<file path="config.mk">
export PLATFORM = sky130hd
export DESIGN_NAME = shift_chain_io
export DESIGN_NICKNAME = d
export VERILOG_FILES = /design/src/rtl/sc_pkg.sv /design/src/rtl/sc_phase_timer.sv /design/src/rtl/sc_datapath.sv /design/src/rtl/sc_sequencer.sv /design/src/rtl/shift_chain_io.sv
export SDC_FILE = /design/constraint.sdc
export NUM_CORES = 1
export LEC_CHECK = 0
export BUFFER_PORTS_ARGS = -buffer_cell sky130_fd_sc_hd__buf_2
export CORE_ASPECT_RATIO = 0.8
export CORE_MARGIN = 4
export CORE_UTILIZATION = 58
export CTS_CLUSTER_DIAMETER = 100
export DETAILED_ROUTE_END_ITERATION = 16
export PLACE_DENSITY = 0.81
export SYNTH_ARGS = -nofsm -noshare
export SYNTH_HDL_FRONTEND = slang
export SYNTH_SLANG_ARGS = --single-unit
</file>
<file path="constraint.sdc">
create_clock -name clk -period 3.5 [get_ports clk]
set_input_delay 0.175 -clock clk [delete_from_list [all_inputs] [get_ports clk]]
set_output_delay 0.175 -clock clk [all_outputs]
set_load 0.03 [all_outputs]
</file>
<file path="src/rtl/sc_pkg.sv">
// Shared types for the shift-chain I/O controller.
// Assumes: nothing beyond IEEE 1800-2017 enumerations.
package sc_pkg;

    // Sequencer states; each non-idle state lasts exactly one pin phase.
    typedef enum logic [2:0] {
        ST_IDLE    = 3'd0,
        ST_LOAD_HI = 3'd1,
        ST_LOAD_LO = 3'd2,
        ST_SETTLE  = 3'd3,
        ST_CLK_LO  = 3'd4,
        ST_CLK_HI  = 3'd5,
        ST_LATCH   = 3'd6
    } sc_state_e;

endpackage

</file>
<file path="src/rtl/sc_phase_timer.sv">
// Phase timer: while run is high, raises phase_end on every PHASE_CYCLES-th
// cycle. It restarts from zero whenever run is low.
// Assumes: PHASE_CYCLES >= 1; run rises on the edge a new phase starts.
module sc_phase_timer #(
    parameter int PHASE_CYCLES = 4,
    localparam int CW = (PHASE_CYCLES < 2) ? 1 : $clog2(PHASE_CYCLES)
) (
    input  logic clk,
    input  logic rst_n,
    input  logic run,
    output logic phase_end
);

    logic [CW-1:0] cnt_q;

    assign phase_end = run && (cnt_q == CW'(PHASE_CYCLES - 1));

    // Count cycles within the current phase.
    always_ff @(posedge clk) begin
        if (!rst_n || !run || phase_end) begin
            cnt_q <= '0;
        end else begin
            cnt_q <= cnt_q + 1'b1;
        end
    end

endmodule

</file>
<file path="src/rtl/sc_datapath.sv">
// Data path: keeps the outgoing word left-aligned so the next bit to send is
// always the MSB. It tracks the number of shifts left and accumulates
// returned bits into the result.
// Assumes: n_eff <= MAX_BITS; accept and advance are single-cycle strobes.
module sc_datapath #(
    parameter int MAX_BITS = 32,
    localparam int CNT_W = $clog2(MAX_BITS + 1)
) (
    input  logic                clk,
    input  logic                rst_n,
    input  logic                accept,
    input  logic                accept_get,
    input  logic [CNT_W-1:0]    n_eff,
    input  logic [MAX_BITS-1:0] cmd_data,
    input  logic                sample_en,
    input  logic                advance,
    input  logic                ser_in,
    output logic                first_bit,
    output logic                cur_bit,
    output logic                rem_zero,
    output logic [MAX_BITS-1:0] result
);

    logic [CNT_W-1:0]    rem_q;
    logic [MAX_BITS-1:0] word_q;
    logic [MAX_BITS-1:0] acc_q;
    logic [CNT_W-1:0]    align_sh;
    logic [MAX_BITS-1:0] aligned;

    // Move bit N-1 of the command word up to the MSB position.
    always_comb begin
        align_sh = CNT_W'(MAX_BITS) - n_eff;
        aligned  = cmd_data << align_sh;
    end

    assign first_bit = aligned[MAX_BITS-1];
    assign cur_bit   = word_q[MAX_BITS-1];
    assign rem_zero  = (rem_q == '0);
    assign result    = acc_q;

    // Remaining-shift counter and outgoing word.
    always_ff @(posedge clk) begin
        if (!rst_n) begin
            rem_q  <= '0;
            word_q <= '0;
        end else if (accept) begin
            rem_q  <= n_eff;
            word_q <= aligned;
        end else if (advance) begin
            rem_q  <= rem_q - 1'b1;
            word_q <= {word_q[MAX_BITS-2:0], 1'b0};
        end
    end

    // Returned-bit accumulator; the newest sample lands in bit 0.
    always_ff @(posedge clk) begin
        if (!rst_n || accept_get) begin
            acc_q <= '0;
        end else if (sample_en) begin
            acc_q <= {acc_q[MAX_BITS-2:0], ser_in};
        end
    end

endmodule

</file>
<file path="src/rtl/sc_sequencer.sv">
// Sequencer: orders the load, settle, shift and latch phases, drives the
// four pin outputs from registers and issues strobes to the data path.
// Assumes: phase_end comes from a timer that runs whenever busy is high.
module sc_sequencer
    import sc_pkg::*;
(
    input  logic clk,
    input  logic rst_n,
    input  logic cmd_get,
    input  logic cmd_set,
    input  logic n_zero,
    input  logic phase_end,
    input  logic first_bit,
    input  logic cur_bit,
    input  logic rem_zero,
    output logic busy,
    output logic done,
    output logic accept,
    output logic accept_get,
    output logic sample_en,
    output logic advance,
    output logic ser_out,
    output logic shift_clk,
    output logic load_in,
    output logic latch_out
);

    sc_state_e state_q;
    logic      is_get_q;
    logic      ser_q;
    logic      sclk_q;
    logic      load_q;
    logic      latch_q;
    logic      done_q;
    logic      cmd_any;

    assign cmd_any    = cmd_get || cmd_set;
    assign busy       = (state_q != ST_IDLE);
    assign accept     = !busy && cmd_any && !n_zero;
    assign accept_get = accept && cmd_get;
    assign advance    = phase_end && (state_q == ST_CLK_LO);
    assign done       = done_q;
    assign ser_out    = ser_q;
    assign shift_clk  = sclk_q;
    assign load_in    = load_q;
    assign latch_out  = latch_q;

    // Sample on each edge that drives shift_clk low during a get.
    always_comb begin
        sample_en = 1'b0;
        if (phase_end && is_get_q) begin
            if (state_q == ST_LOAD_LO) begin
                sample_en = 1'b1;
            end else if ((state_q == ST_CLK_HI) && !rem_zero) begin
                sample_en = 1'b1;
            end
        end
    end

    // State and pin register updates at phase boundaries.
    always_ff @(posedge clk) begin
        if (!rst_n) begin
            state_q  <= ST_IDLE;
            is_get_q <= 1'b0;
            ser_q    <= 1'b0;
            sclk_q   <= 1'b1;
            load_q   <= 1'b0;
            latch_q  <= 1'b1;
            done_q   <= 1'b0;
        end else begin
            done_q <= 1'b0;
            case (state_q)
                ST_IDLE: begin
                    if (cmd_any) begin
                        if (n_zero) begin
                            done_q <= 1'b1;
                        end else if (cmd_get) begin
                            state_q  <= ST_LOAD_HI;
                            is_get_q <= 1'b1;
                            ser_q    <= 1'b0;
                            load_q   <= 1'b1;
                        end else begin
                            state_q  <= ST_SETTLE;
                            is_get_q <= 1'b0;
                            ser_q    <= first_bit;
                        end
                    end
                end
                ST_LOAD_HI: begin
                    if (phase_end) begin
                        state_q <= ST_LOAD_LO;
                        load_q  <= 1'b0;
                    end
                end
                ST_LOAD_LO, ST_SETTLE: begin
                    if (phase_end) begin
                        state_q <= ST_CLK_LO;
                        sclk_q  <= 1'b0;
                    end
                end
                ST_CLK_LO: begin
                    if (phase_end) begin
                        state_q <= ST_CLK_HI;
                        sclk_q  <= 1'b1;
                    end
                end
                ST_CLK_HI: begin
                    if (phase_end) begin
                        if (rem_zero) begin
                            if (is_get_q) begin
                                state_q <= ST_IDLE;
                                done_q  <= 1'b1;
                            end else begin
                                state_q <= ST_LATCH;
                                latch_q <= 1'b0;
                            end
                        end else if (is_get_q) begin
                            state_q <= ST_CLK_LO;
                            sclk_q  <= 1'b0;
                        end else begin
                            state_q <= ST_SETTLE;
                            ser_q   <= cur_bit;
                        end
                    end
                end
                ST_LATCH: begin
                    if (phase_end) begin
                        state_q <= ST_IDLE;
                        latch_q <= 1'b1;
                        done_q  <= 1'b1;
                    end
                end
                default: begin
                    state_q <= ST_IDLE;
                end
            endcase
        end
    end

endmodule

</file>
<file path="src/rtl/shift_chain_io.sv">
// Top level: clamps the requested count, then connects the phase timer, the
// sequencer and the data path. Every pin output comes from a register.
// Assumes: ser_in is stable and synchronous at the edges that lower
// shift_clk; commands are sampled only while busy is low.
module shift_chain_io #(
    parameter int MAX_BITS     = 32,
    parameter int PHASE_CYCLES = 4,
    localparam int CNT_W = $clog2(MAX_BITS + 1)
) (
    input  logic                clk,
    input  logic                rst_n,
    input  logic                cmd_get,
    input  logic                cmd_set,
    input  logic [CNT_W-1:0]    cmd_count,
    input  logic [MAX_BITS-1:0] cmd_data,
    output logic                busy,
    output logic                done,
    output logic [MAX_BITS-1:0] result,
    output logic                ser_out,
    output logic                shift_clk,
    output logic                load_in,
    output logic                latch_out,
    input  logic                ser_in
);

    logic [CNT_W-1:0] n_eff;
    logic n_zero;
    logic phase_end;
    logic accept;
    logic accept_get;
    logic sample_en;
    logic advance;
    logic first_bit;
    logic cur_bit;
    logic rem_zero;

    // Clamp the requested count to the supported maximum.
    always_comb begin
        n_eff  = (cmd_count > CNT_W'(MAX_BITS)) ? CNT_W'(MAX_BITS) : cmd_count;
        n_zero = (n_eff == '0);
    end

    sc_phase_timer #(
        .PHASE_CYCLES(PHASE_CYCLES)
    ) u_timer (
        .clk      (clk),
        .rst_n    (rst_n),
        .run      (busy),
        .phase_end(phase_end)
    );

    sc_sequencer u_seq (
        .clk       (clk),
        .rst_n     (rst_n),
        .cmd_get   (cmd_get),
        .cmd_set   (cmd_set),
        .n_zero    (n_zero),
        .phase_end (phase_end),
        .first_bit (first_bit),
        .cur_bit   (cur_bit),
        .rem_zero  (rem_zero),
        .busy      (busy),
        .done      (done),
        .accept    (accept),
        .accept_get(accept_get),
        .sample_en (sample_en),
        .advance   (advance),
        .ser_out   (ser_out),
        .shift_clk (shift_clk),
        .load_in   (load_in),
        .latch_out (latch_out)
    );

    sc_datapath #(
        .MAX_BITS(MAX_BITS)
    ) u_dp (
        .clk       (clk),
        .rst_n     (rst_n),
        .accept    (accept),
        .accept_get(accept_get),
        .n_eff     (n_eff),
        .cmd_data  (cmd_data),
        .sample_en (sample_en),
        .advance   (advance),
        .ser_in    (ser_in),
        .first_bit (first_bit),
        .cur_bit   (cur_bit),
        .rem_zero  (rem_zero),
        .result    (result)
    );

endmodule

</file>
== After elaboration in Yosys (flattened, before gate mapping) ==
Cells that the tools add are included.

* Flip-flop bits (word level): 81
* Latch bits: 0
* RAM bits: 0
* ROM bits: 0
* Input port bits: 43
* Output and inout bits: 38
* Memories kept: 0

* Add/subtract/negate cells: 3
* Multiply operators: 0
* Divide/modulo/power cells: 0
* Magnitude comparators: 1
* Equal/unequal tests: 19
* Shift operators: 1
* Muxes and demuxes: 49
* Bitwise operators: 1
* Reduce and logical (&&, ||, !) cells: 31

{| class="wikitable"
|+ Operator list
! operator !! count
|-
| $mux W32 || 2
|-
| $shl A32 B6 Y32 || 1
|-
| $mux W3 || 10
|-
| $mux W1 || 27
|-
| $mux W6 || 3
|-
| $pmux W3 S6 || 1
|-
| $ne A2 B1 Y1 const B || 8
|-
| $logic_not A6 Y1 || 2
|-
| $reduce_and A6 Y1 || 2
|-
| $reduce_and A5 Y1 || 2
|-
| $eq A3 B3 Y1 const B || 3
|-
| $ne A2 B2 Y1 const B || 4
|-
| $reduce_bool A2 Y1 || 4
|-
| $logic_and A1 B1 Y1 || 7
|-
| $reduce_and A7 Y1 || 1
|-
| $eq A3 B2 Y1 const B || 2
|-
| $gt A6 B6 Y1 const B || 1
|-
| $pmux W1 S2 || 3
|-
| $pmux W1 S3 || 2
|-
| $reduce_bool A3 Y1 || 2
|-
| $sub A6 B1 Y6 const B || 1
|-
| $sub A6 B6 Y6 const A || 1
|-
| $logic_not A1 Y1 || 4
|-
| $logic_or A1 B1 Y1 || 4
|-
| 8 further kinds || 8
|}

== Logic depth before layout (Yosys ltp) ==
Gate-level depths: netlist of run 1.

* Word-level depth: 8
* Depth in mapped cells: 16
* Depth with buffers taken out: 10

== Cells and area by module ==
From an unflattened synthesis of run 1, not the netlist that was laid out.

* Cell total of the unflattened synthesis: 590
* Area total of the unflattened synthesis: 5,403.9 um^2

{| class="wikitable"
|+ Modules (own cells, without submodules)
! module !! instances !! cells each !! area each (um^2) !! seq. area each (um^2)
|-
| sc_datapath || 1 || 499 || 4,600.7 || 1,401.3
|-
| sc_sequencer || 1 || 77 || 648.1 || 180.2
|-
| sc_phase_timer || 1 || 6 || 83.8 || 40.0
|-
| shift_chain_io || 1 || 8 || 71.3 || 0.0
|}

== Worst setup path before layout of run 1 ==
No wires, ideal clock.

* Path kind: in2reg
* Start: input cmd_count[0]
* End: register u_dp.word_q[28]
* Library setup time: 0.074 ns
* Arrival time: 2.667 ns
* Path slack: 0.759 ns
* Stages on the path: 15
* Buffers on the path: 5
* Cell sequence: buf_6 -> and2b_1 -> buf_6 -> inv_2 -> buf_4 -> ha_1 -> inv_1 -> xnor2_2 -> buf_2 -> buf_4 -> mux2i_1 -> nor2_1 -> a21oi_1 -> nand2_1 -> a31oi_1

* Cells in the longest elaborated chain, start to end: 6
* Elaborated cells on any way between the ends: 9
* Classes of those cells: add/sub: 1; order compare: 1; shift: 1; mux: 2; reduce/logical: 4

{| class="wikitable"
|+ RTL lines
! item !! RTL line !! source
|-
| start, declared || shift_chain_io.sv:14 || <nowiki>input logic [CNT_W-1:0] cmd_count,</nowiki>
|-
| $gt A6 B6 Y1 || shift_chain_io.sv:39 || <nowiki>n_eff = (cmd_count > CNT_W'(MAX_BITS)) ? CNT_W'(MAX_BITS) : cmd_count;</nowiki>
|-
| $mux W6 * || shift_chain_io.sv:39 ||
|-
| branches (longest 4 deep; another with $sub A6 B6 Y6) || n/a ||
|-
| end signal, assigned || sc_datapath.sv:48 || <nowiki>word_q <= aligned;</nowiki>
|-
| end signal, assigned || sc_datapath.sv:51 || <nowiki>word_q <= {word_q[MAX_BITS-2:0], 1'b0};</nowiki>
|-
| end, declared || sc_datapath.sv:25 || <nowiki>logic [MAX_BITS-1:0] word_q;</nowiki>
|}

Mark *: on every way between the ends.
A chain may end at the register's enable or synchronous reset.

== Worst setup path in the final report of run 1 ==
* Start: input cmd_count[5]
* End: register u_dp.word_q[13]

The elaborated chain is that of the path after synthesis.

==> reports/results.ini, run 1 <==
[run_status]
outcome = completed

[finish]
final_cell_mix = 86 x mux2i_1, 81 x dfxtp_1, 80 x buf_2
drive_gt1_frac = 0.2137
areaGrowthSynthToFinish_pct = 12.02
antenna_cells = 0
fin_cells = 817
final_common_cell = mux2i_1
final_nets = 747
final_core_util = 0.6759
finalInstanceArea_um2 = 6213

[worst_setup_path]
path_max_fanout = 17
worst-path-buf-inv = 3
crit_path_top_delay_cell = a221o_1
crit_path_end_kind = register
cp_cell_sequence = buf_2 > and2b_1 > inv_2 > ha_1 > buf_4 > nor4b_2 > a221o_1 > nand2_1 > or3_1 > a21oi_1
crit_path_start_kind = input port
crit_arrival_ps = 3170
crit_family = simple AND/OR/NAND/NOR gates
critPathMaxStageDelay_ps = 610
crit_type = in2reg
crit_required_ps = 3770

[yosys]
yosysWarnings = 0
synth_seq_area_share = 0.2924
synth.distinct_cells = 68
synth_flop_cell = dfxtp_1
netlist_instances = 643
ys_seq_elements = 81
synth_area_um2 = 5547
synth.avg_cell_area_um2 = 8.626
synth_nets = 693
async_flop_share = 0
synth_edf_count = 0

[sta]
setup_tns_ps = 0
slew-limit-headroom = 0.3209
fin_hold_ws_ps = 67.60
fmax_mhz = 345.2
setup_viol = 0
clock_skew_ps = 7.896
rsz0062_at_grt = no
min_period_over_period = 0.8278
hold_viol = 0
worstMarginPinSlew_ps = 1016
worst_slack_ps = 602.8
drv_slew = 0
fin_crit_ps = 2897

[power]
p_int_mw = 1.852
switching_share = 0.3511
pwr-share-seq = 0.372
clkPwrFrac = 0.317
comb_power_share = 0.311
total_power_mw = 2.855
p_leak_nw = 2.900
switchingPower_mw = 1.002
power_density_nw_per_um2 = 459.5
ir_worst_vdd_uv = 389.8

[clock_network]
htree_levels = 3
clockBufferDepth = 2
cts.sinks = 81
cts_tree = yes
cts_root_buffer = clkbuf_16
postCtsSetupBuffers = 0
hold_buffers = 0
ctsResizeCount = 0
clk_latency_ps = 340
tritoncts.num_buffers = 9
clk_pin_slew_worst_paths_ps = 70

[global_route]
grt_pass1_wl_um = 25240
grt_max_degree = 34
grt_overflow = 0
antenna_found_initial = 0
grt_pass1_vias = 4954
grt_util_all_layers = 0.2777

[placed_design]
dp_slack_ps = 326.8
dp_hpwl_um = 11680
numPortBuffers = 80
place.gp.congestion = 0.9615
place_area_um2 = 5924
dp_cells = 801

[floorplanning]
boundaryPins = 81
rows = 31
start_util = 0.6034
die_h_um = 95.47
core_um2 = 9193
die-area_um2 = 11200
dieWidth_um = 117.3

[min_path]
min_path_type = in2reg

[route]
totalWireLength_um = 15830
viasPerCell = 6.567
drt_iter0_drc = 641
drc = 0
vias = 5365
ant_nets = 0
avgRoutedWirePerCell_um = 19.38
dr.pass1.iters = 5

[run]
maxCapViolCount = 0

-- layout make-up --
| cell class | count | area [um^2] |
|---|---|---|
| Fill cell | 783 | 2979 |
| Clock inverter | 6 | 50.05 |
| Multi-Input combinational cell | 496 | 3590 |
| Clock buffer | 10 | 239.0 |
| Timing Repair Buffer | 96 | 520.5 |
| Inverter | 13 | 48.80 |
| Sequential cell | 81 | 1622 |
| Tap cell | 115 | 143.9 |
-- registers in the layout (all words and copies together), names as in the netlist --
register	count
u_seq.ser_out	1
u_timer.cnt_q	2
u_seq.shift_clk	1
u_seq.state_q	3
u_seq.done	1
u_dp.rem_q	6
u_seq.load_in	1
u_seq.is_get_q	1
u_seq.latch_out	1
u_dp.word_q	32
u_dp.result	32
-- power by group through the flow --
| stage | clock [mW] | combinational (mW) | sequential, mW |
|---|---|---|---|
| floorplan | 0 | 0.645 | 1.06 |
| global placement | 0 | 0.841 | 1.07 |
| detailed placement | 0 | 0.857 | 1.08 |
| CTS | 0.910 | 0.863 | 1.06 |
| global route | 0.952 | 0.968 | 1.07 |
| finish | 0.905 | 0.889 | 1.06 |
-- per-layer routing --
metal  track usage  vias up  part of all wire
met2        0.4466      273              0.45
met1        0.3805     2586              0.44
li1              -     2492                 -
met3       0.08304       14              0.10
met5             0        -                 0
met4       0.04297        0            0.0065
-- logic make-up after synthesis --
| logic type | Yosys count | share of synthesized area |
|---|---|---|
| mux | 109 | 0.2391 |
| fa+ha+maj | 7 | 0.01579 |
| simple gates | 187 | 0.1572 |
| xor+xnor | 7 | 0.01376 |
| flops | 81 | 0.2924 |
| buf+inv | 66 | 0.06136 |
| compound gates | 186 | 0.2204 |
-- worst register-to-register path: stages, from the launching register on --
cell	delay (ps)
dfxtp_1	490
nor3_4	330
inv_2	100
a211oi_2	630
nand2_1	360
nor3_2	270
nand2_1	140
o21ai_0	230
o211a_1	170
-- cell usage after synthesis (all sizes together) (3+ instances only) --
| cell | n | area [um^2] |
|---|---|---|
| a211oi | 7 | 57.55 |
| o21ai | 75 | 375.4 |
| o211a | 12 | 120.1 |
| mux4 | 18 | 405.4 |
| nand3 | 17 | 85.08 |
| o221ai | 3 | 26.28 |
| clkbuf | 22 | 82.58 |
| and3 | 4 | 25.02 |
| nor2 | 65 | 244.0 |
| o22ai | 3 | 18.77 |
| mux2i | 86 | 860.8 |
| a21boi | 4 | 30.03 |
| nor2b | 5 | 38.78 |
| a21oi | 27 | 135.1 |
| or3 | 4 | 25.02 |
| o211ai | 14 | 105.1 |
| o31ai | 6 | 55.05 |
| nand4 | 3 | 18.77 |
| nand2 | 63 | 236.5 |
| a31oi | 10 | 62.56 |
| o32ai | 3 | 26.28 |
| dfxtp | 81 | 1622 |
| nor3 | 7 | 51.30 |
| and2 | 5 | 31.28 |
| ha | 7 | 87.58 |
| buf | 31 | 208.9 |
| mux2 | 5 | 60.05 |
| xnor2 | 6 | 67.56 |
| inv | 13 | 48.80 |
-- path summary, 6_finish.rpt --
path / startpoint / endpoint / slack, ps / cells past startpoint
hold / removal: ser_in / u_dp.result[0]$_SDFFE_PP0P_ / 70 / 3
hold reg to reg: u_timer.cnt_q[0]$_SDFF_PP0_ / u_timer.cnt_q[0]$_SDFF_PP0_ / 440 / 1
setup / recovery: cmd_count[5] / u_dp.word_q[13]$_SDFFE_PN0P_ / 600 / 10
setup reg to reg: u_seq.state_q[2]$_SDFFE_PN0P_ / u_dp.word_q[2]$_SDFFE_PN0P_ / 720 / 8
(Power assumes the default switching activity.)
==> run 2: changes to the inputs <==
- clock period: 3.5 -> 2.8 ns (I/O delays scaled with it)
==> run 2 against run 1 <==
  * Non-clock buffer count grew 19
  * Sequential share of layout area is 0.72 points lower
  * Design area is 2.8% higher
  * Cell count is 2.3% higher
  * Die area unchanged
  * First-iteration DRC count up 21%
  * Utilization rose by 1.9 points
  * Clock-buffer cell count fell by 1
  * Highest routed layer unchanged
  * Flip-flop and latch count unchanged
  * Largest cell class unchanged
  * Critical endpoint is now u_dp.word_q[30]$_SDFFE_PN0P_
==> reports/results.ini, run 2 (synthesis results as in run 1) <==
[sta]
worst_slack_ps = 259.8  ; -343.0 ps
drv_slew = 0  ; unchanged
worstMarginPinSlew_ps = 840.8  ; -175.4 ps
fin_hold_ws_ps = 48.16  ; -19.44 ps
setup_tns_ps = 0  ; unchanged
rsz0062_at_grt = no
fmax_mhz = 393.7
min_period_over_period = 0.9072
hold_viol = 0  ; unchanged
fin_crit_ps = 2540
clock_skew_ps = 4.863  ; -3.033 ps
setup_viol = 0  ; unchanged
slew-limit-headroom = 0.4343  ; +0.1134

[worst_setup_path]
critical_path.endpoint = u_dp.word_q[30]$_SDFFE_PN0P_
crit_path_start_kind = input port
r2r_start = u_seq.state_q[1]$_SDFFE_PN0P_
r2r_cells = 7  ; -1
crit_arrival_ps = 2750  ; -420 ps
path_max_fanout = 24  ; +7
critical_path.startpoint = cmd_count[5]
r2r-end = u_dp.word_q[24]$_SDFFE_PN0P_
crit_required_ps = 3010  ; -760 ps
worst-r2r-setup-slack_ps = 380  ; -340 ps
crit_type = in2reg
crit_path_end_kind = register

[clock_network]
clk_latency_ps = 330  ; about the same
postCtsSetupBuffers = 0  ; unchanged
cts_tree = yes
cts_root_buffer = clkbuf_16
clk_pin_slew_worst_paths_ps = 60  ; about the same
cts.sinks = 81  ; unchanged
ctsResizeCount = 0  ; unchanged
tritoncts.num_buffers = 9  ; unchanged
clockBufferDepth = 2  ; unchanged
hold_buffers = 0  ; unchanged
htree_levels = 3  ; unchanged

[placed_design]
dp_slack_ps = 64.79  ; -262.0 ps
dp_hpwl_um = 12120  ; +3.7%
numPortBuffers = 80  ; unchanged
place.gp.congestion = 0.9547  ; -0.71%

[route]
drc = 0  ; unchanged
ant_nets = 0  ; unchanged
totalWireLength_um = 16440  ; +3.8%
dr.pass1.iters = 7  ; +2
drt_iter0_drc = 774  ; +21%
avgRoutedWirePerCell_um = 19.66  ; +1.5%
viasPerCell = 6.518  ; -0.74%
vias = 5449  ; +1.6%

[global_route]
grt_pass1_vias = 5130  ; +3.6%
use_met2 = 0.4572  ; +0.01058
grt-busiest-layer = met2
grt_pass1_wl_um = 26030  ; +3.1%
grtUsageMet1 = 0.3973  ; +0.01676
antenna_found_initial = 0  ; unchanged
use_met3 = 0.07770  ; -0.005338
grt_overflow = 0  ; unchanged
grt_util_all_layers = 0.2856  ; +0.007906
grt_max_degree = 35  ; +2.9%

[finish]
final_core_util = 0.6950  ; +0.01906
drive_gt1_frac = 0.2344  ; +0.02072
final_nets = 766  ; +2.5%
antenna_cells = 0  ; unchanged
final_cell_mix = 86 x mux2i_1, 81 x dfxtp_1, 80 x buf_2
areaGrowthSynthToFinish_pct = 15.18
final_common_cell = mux2i_1

[floorplanning]
start_util = 0.6034  ; unchanged
rows = 31  ; unchanged
core_um2 = 9193  ; unchanged
die-area_um2 = 11200  ; unchanged
boundaryPins = 81  ; unchanged
dieWidth_um = 117.3  ; unchanged
die_h_um = 95.47  ; unchanged

[min_path]
min_path_type = in2reg

[power]
p_leak_nw = 2.996  ; +3.3%
ir_worst_vdd_uv = 554.0  ; +42%
power_density_nw_per_um2 = 571.4  ; +24%
total_power_mw = 3.651  ; +28%

[run]
maxCapViolCount = 0  ; unchanged

[run_status]
outcome = completed

-- run 2: area by class of cell --
class | instances | area (um^2)
Clock buffer | 9 | 225.2
Clock inverter | 7 | 71.32
Fill cell | 757 | 2804
Inverter | 13 | 48.80
Multi-Input combinational cell | 496 | 3590
Sequential cell | 81 | 1622
Tap cell | 115 | 143.9
Timing Repair Buffer | 115 | 688.2
-- run 2: worst max-delay path: stages --
cell     delay [ps]
buf_2           120
and2b_1         220
inv_2            40
ha_1            420
buf_12          230
mux2i_1         370
a21oi_1         110
o21ai_0         300
buf_4           190
mux2i_1          80
o21ai_0         280
buf_4           180
a21oi_1          60
-- run 2: power breakdown --
group	switching, mW	internal [mW]
clock	0.466	0.688
sequential	0.0717	1.25
combinational	0.703	0.469
total	1.24	2.41
-- run 2: how the worst min path moves through the flow --
stage,slack [ps],cells after the start,start,end
after floorplan,280,2,ser_in,u_dp.result[0]$_SDFFE_PP0P_
after global placement,370,3,ser_in,u_dp.result[0]$_SDFFE_PP0P_
after detailed placement,390,3,ser_in,u_dp.result[0]$_SDFFE_PP0P_
after CTS,50,3,ser_in,u_dp.result[0]$_SDFFE_PP0P_
after global routing,100,3,ser_in,u_dp.result[0]$_SDFFE_PP0P_
final,50,3,ser_in,u_dp.result[0]$_SDFFE_PP0P_
-- run 2: stage by stage --
step	cells	cell area [um^2]
after global placement	820	6092
after detailed placement	820	6092
after CTS	836	6389
final	836	6389
after global routing	836	6389
after floorplan	643	5547
-- run 2: layer usage --
layer	share of wire	wire [um]	up-vias
li1	-	-	2519
met1	0.45	7357	2630
met2	0.45	7450	277
met3	0.090	1485	23
met4	0.0088	144	0
met5	0	0	-
==> run 3: changes to the inputs <==
- PLACE_DENSITY: 0.81 -> 0.91
==> run 3 against run 2 <==
  * Register-to-register slack got worse by 60 ps
  * Routed wire length rose by 4.6%
  * Hold slack improved by 2.3 ps
  * Critical path depth fell by 4
  * Sequential share of layout area fell by 0.059 points
  * Global-route usage rose by 2.1 points
  * Die area did not move
  * Fmax rose by 1.2%
  * Combinational power barely moved
  * Design area rose by 0.23%
  * Utilization rose by 0.16 points
  * Critical path type unchanged
==> reports/results.ini, run 3 (synthesis results as in run 1) <==
[worst_setup_path]
r2r-end = u_dp.word_q[24]$_SDFFE_PN0P_
worst-r2r-setup-slack_ps = 320  ; -60 ps
crit_arrival_ps = 2740  ; about the same
crit_required_ps = 3030  ; +20 ps
crit_type = in2reg
crit_path_start_kind = input port
path_max_fanout = 10  ; -58%
crit_path_end_kind = register
r2r_cells = 7  ; unchanged
r2r_start = u_seq.state_q[1]$_SDFFE_PN0P_

[min_path]
min_path_type = in2reg
worstHoldPathCells = 3  ; unchanged
min-delay-start = ser_in
whs_endpoint = u_dp.result[0]$_SDFFE_PP0P_

[placed_design]
dp_hpwl_um = 12560  ; +3.6%
numPortBuffers = 80  ; unchanged
place_area_um2 = 6077  ; -0.25%
dp_slack_ps = 23.81  ; -40.97 ps
place.gp.congestion = 1.038  ; +8.7%

[finish]
final_nets = 764  ; -0.26%
drive_gt1_frac = 0.2270  ; -0.007377
final_cell_mix = 86 x mux2i_1, 81 x dfxtp_1, 80 x buf_2
finalInstanceArea_um2 = 6404  ; +0.23%
multiInputGateArea_um2 = 3590  ; unchanged
final_common_cell = mux2i_1
final-seq-area_um2 = 1622  ; unchanged
fillers = 687  ; -9.2%
antenna_cells = 0  ; unchanged
areaGrowthSynthToFinish_pct = 15.45

[route]
drt_iter0_drc = 813  ; +5.0%
avgRoutedWirePerCell_um = 20.64  ; +5.0%
dr.pass1.iters = 7  ; unchanged
totalWireLength_um = 17190  ; +4.6%
drc = 0  ; unchanged
vias = 5599  ; +2.8%
viasPerCell = 6.721  ; +3.1%
ant_nets = 0  ; unchanged

[sta]
setup_tns_ps = 0  ; unchanged
fin_crit_ps = 2509  ; -31.25 ps
hold_viol = 0  ; unchanged
fin_hold_ws_ps = 50.42  ; +2.253 ps
clock_skew_ps = 6.770  ; +1.908 ps
slew-limit-headroom = 0.5361  ; +0.1018
drv_slew = 0  ; unchanged
setup_viol = 0  ; unchanged
min_period_over_period = 0.8960  ; -0.01116
worst_slack_ps = 291.1  ; +31.25 ps
worstMarginPinSlew_ps = 695.9  ; -144.9 ps
rsz0062_at_grt = no
fmax_mhz = 398.6  ; +1.2%

[clock_network]
hold_buffers = 0  ; unchanged
cts_root_buffer = clkbuf_16
postCtsSetupBuffers = 0  ; unchanged
cts_tree = yes
tritoncts.num_buffers = 9  ; unchanged
htree_levels = 3  ; unchanged
cts.sinks = 81  ; unchanged
clockBufferDepth = 2  ; unchanged
ctsResizeCount = 0  ; unchanged
clk_pin_slew_worst_paths_ps = 50  ; about the same
clk_latency_ps = 340  ; about the same

[run_status]
outcome = completed

[floorplanning]
boundaryPins = 81  ; unchanged
die-area_um2 = 11200  ; unchanged
rows = 31  ; unchanged
die_h_um = 95.47  ; unchanged
core_um2 = 9193  ; unchanged
dieWidth_um = 117.3  ; unchanged
start_util = 0.6034  ; unchanged

[power]
ir_worst_vdd_uv = 557.1  ; +0.57%
p_leak_nw = 3.006  ; +0.33%
power_density_nw_per_um2 = 596.5  ; +4.4%

[run]
maxCapViolCount = 0  ; unchanged

[global_route]
grt_util_all_layers = 0.3066  ; +0.02101
grt_pass1_vias = 5401  ; +5.3%
grt_overflow = 0  ; unchanged
grt_pass1_wl_um = 27600  ; +6.0%
grt_max_degree = 35  ; unchanged
antenna_found_initial = 0  ; unchanged

==> run 3: worst max-delay path by stage <==
stage                                             start  slack, ps                            to
after CTS                                  cmd_count[5]        360  u_dp.word_q[23]$_SDFFE_PN0P_
final                                      cmd_count[5]        290  u_dp.word_q[23]$_SDFFE_PN0P_
after detailed placement                   cmd_count[5]         20  u_dp.word_q[23]$_SDFFE_PN0P_
after global routing      u_seq.state_q[0]$_SDFFE_PN0P_        120  u_dp.word_q[26]$_SDFFE_PN0P_
after floorplan                            cmd_count[0]         90  u_dp.word_q[28]$_SDFFE_PN0P_
after global placement                     cmd_count[5]         30  u_dp.word_q[23]$_SDFFE_PN0P_
==> run 3: layout make-up <==
cell class	instances	share of cell area
Multi-Input combinational cell	496	0.5606
Sequential cell	81	0.2532
Timing Repair Buffer	113	0.1051
Clock buffer	12	0.03693
Tap cell	115	0.02247
Clock inverter	3	0.01407
Inverter	13	0.007620
==> run 3: stage by stage <==
| step | cells | utilization | total power [mW] |
|---|---|---|---|
| 2_1_floorplan | 643 | - | 2.131 |
| 3_3_place_gp | 818 | 0.6611 | 2.451 |
| 3_5_place_dp | 818 | 0.6611 | 2.474 |
| 4_1_cts | 833 | 0.6966 | 3.777 |
| 5_1_grt | 833 | 0.6966 | 3.981 |
| 6_report | 833 | 0.6966 | 3.820 |
==> run 3: critical path, stage by stage <==
cell and delay (ps):
buf_2 170, and2b_1 220, inv_2 60, ha_1 320, or3b_1 450, a221o_1 540, or3_1 520, a31oi_1 260
nor2_1 60
==> run 3: where the power goes <==
| group | switching [mW] | internal, mW | total (mW) | leakage [nW] |
|---|---|---|---|---|
| registers | 0.0735 | 1.25 | 1.33 | 0.661 |
| clock network | 0.445 | 0.867 | 1.31 | 0.157 |
| logic | 0.714 | 0.466 | 1.18 | 2.19 |
| total | 1.23 | 2.59 | 3.82 | 3.01 |
==> run 3: metal layers <==
| metal | GRT usage | wire length, um | vias up | part of all wire |
|---|---|---|---|---|
| li1 | - | - | 2519 | - |
| met1 | 0.3933 | 6980 | 2679 | 0.41 |
| met2 | 0.4788 | 7807 | 331 | 0.45 |
| met3 | 0.1139 | 1899 | 68 | 0.11 |
| met4 | 0.1113 | 470 | 2 | 0.027 |
| met5 | 0 | 34 | - | 0.0020 |
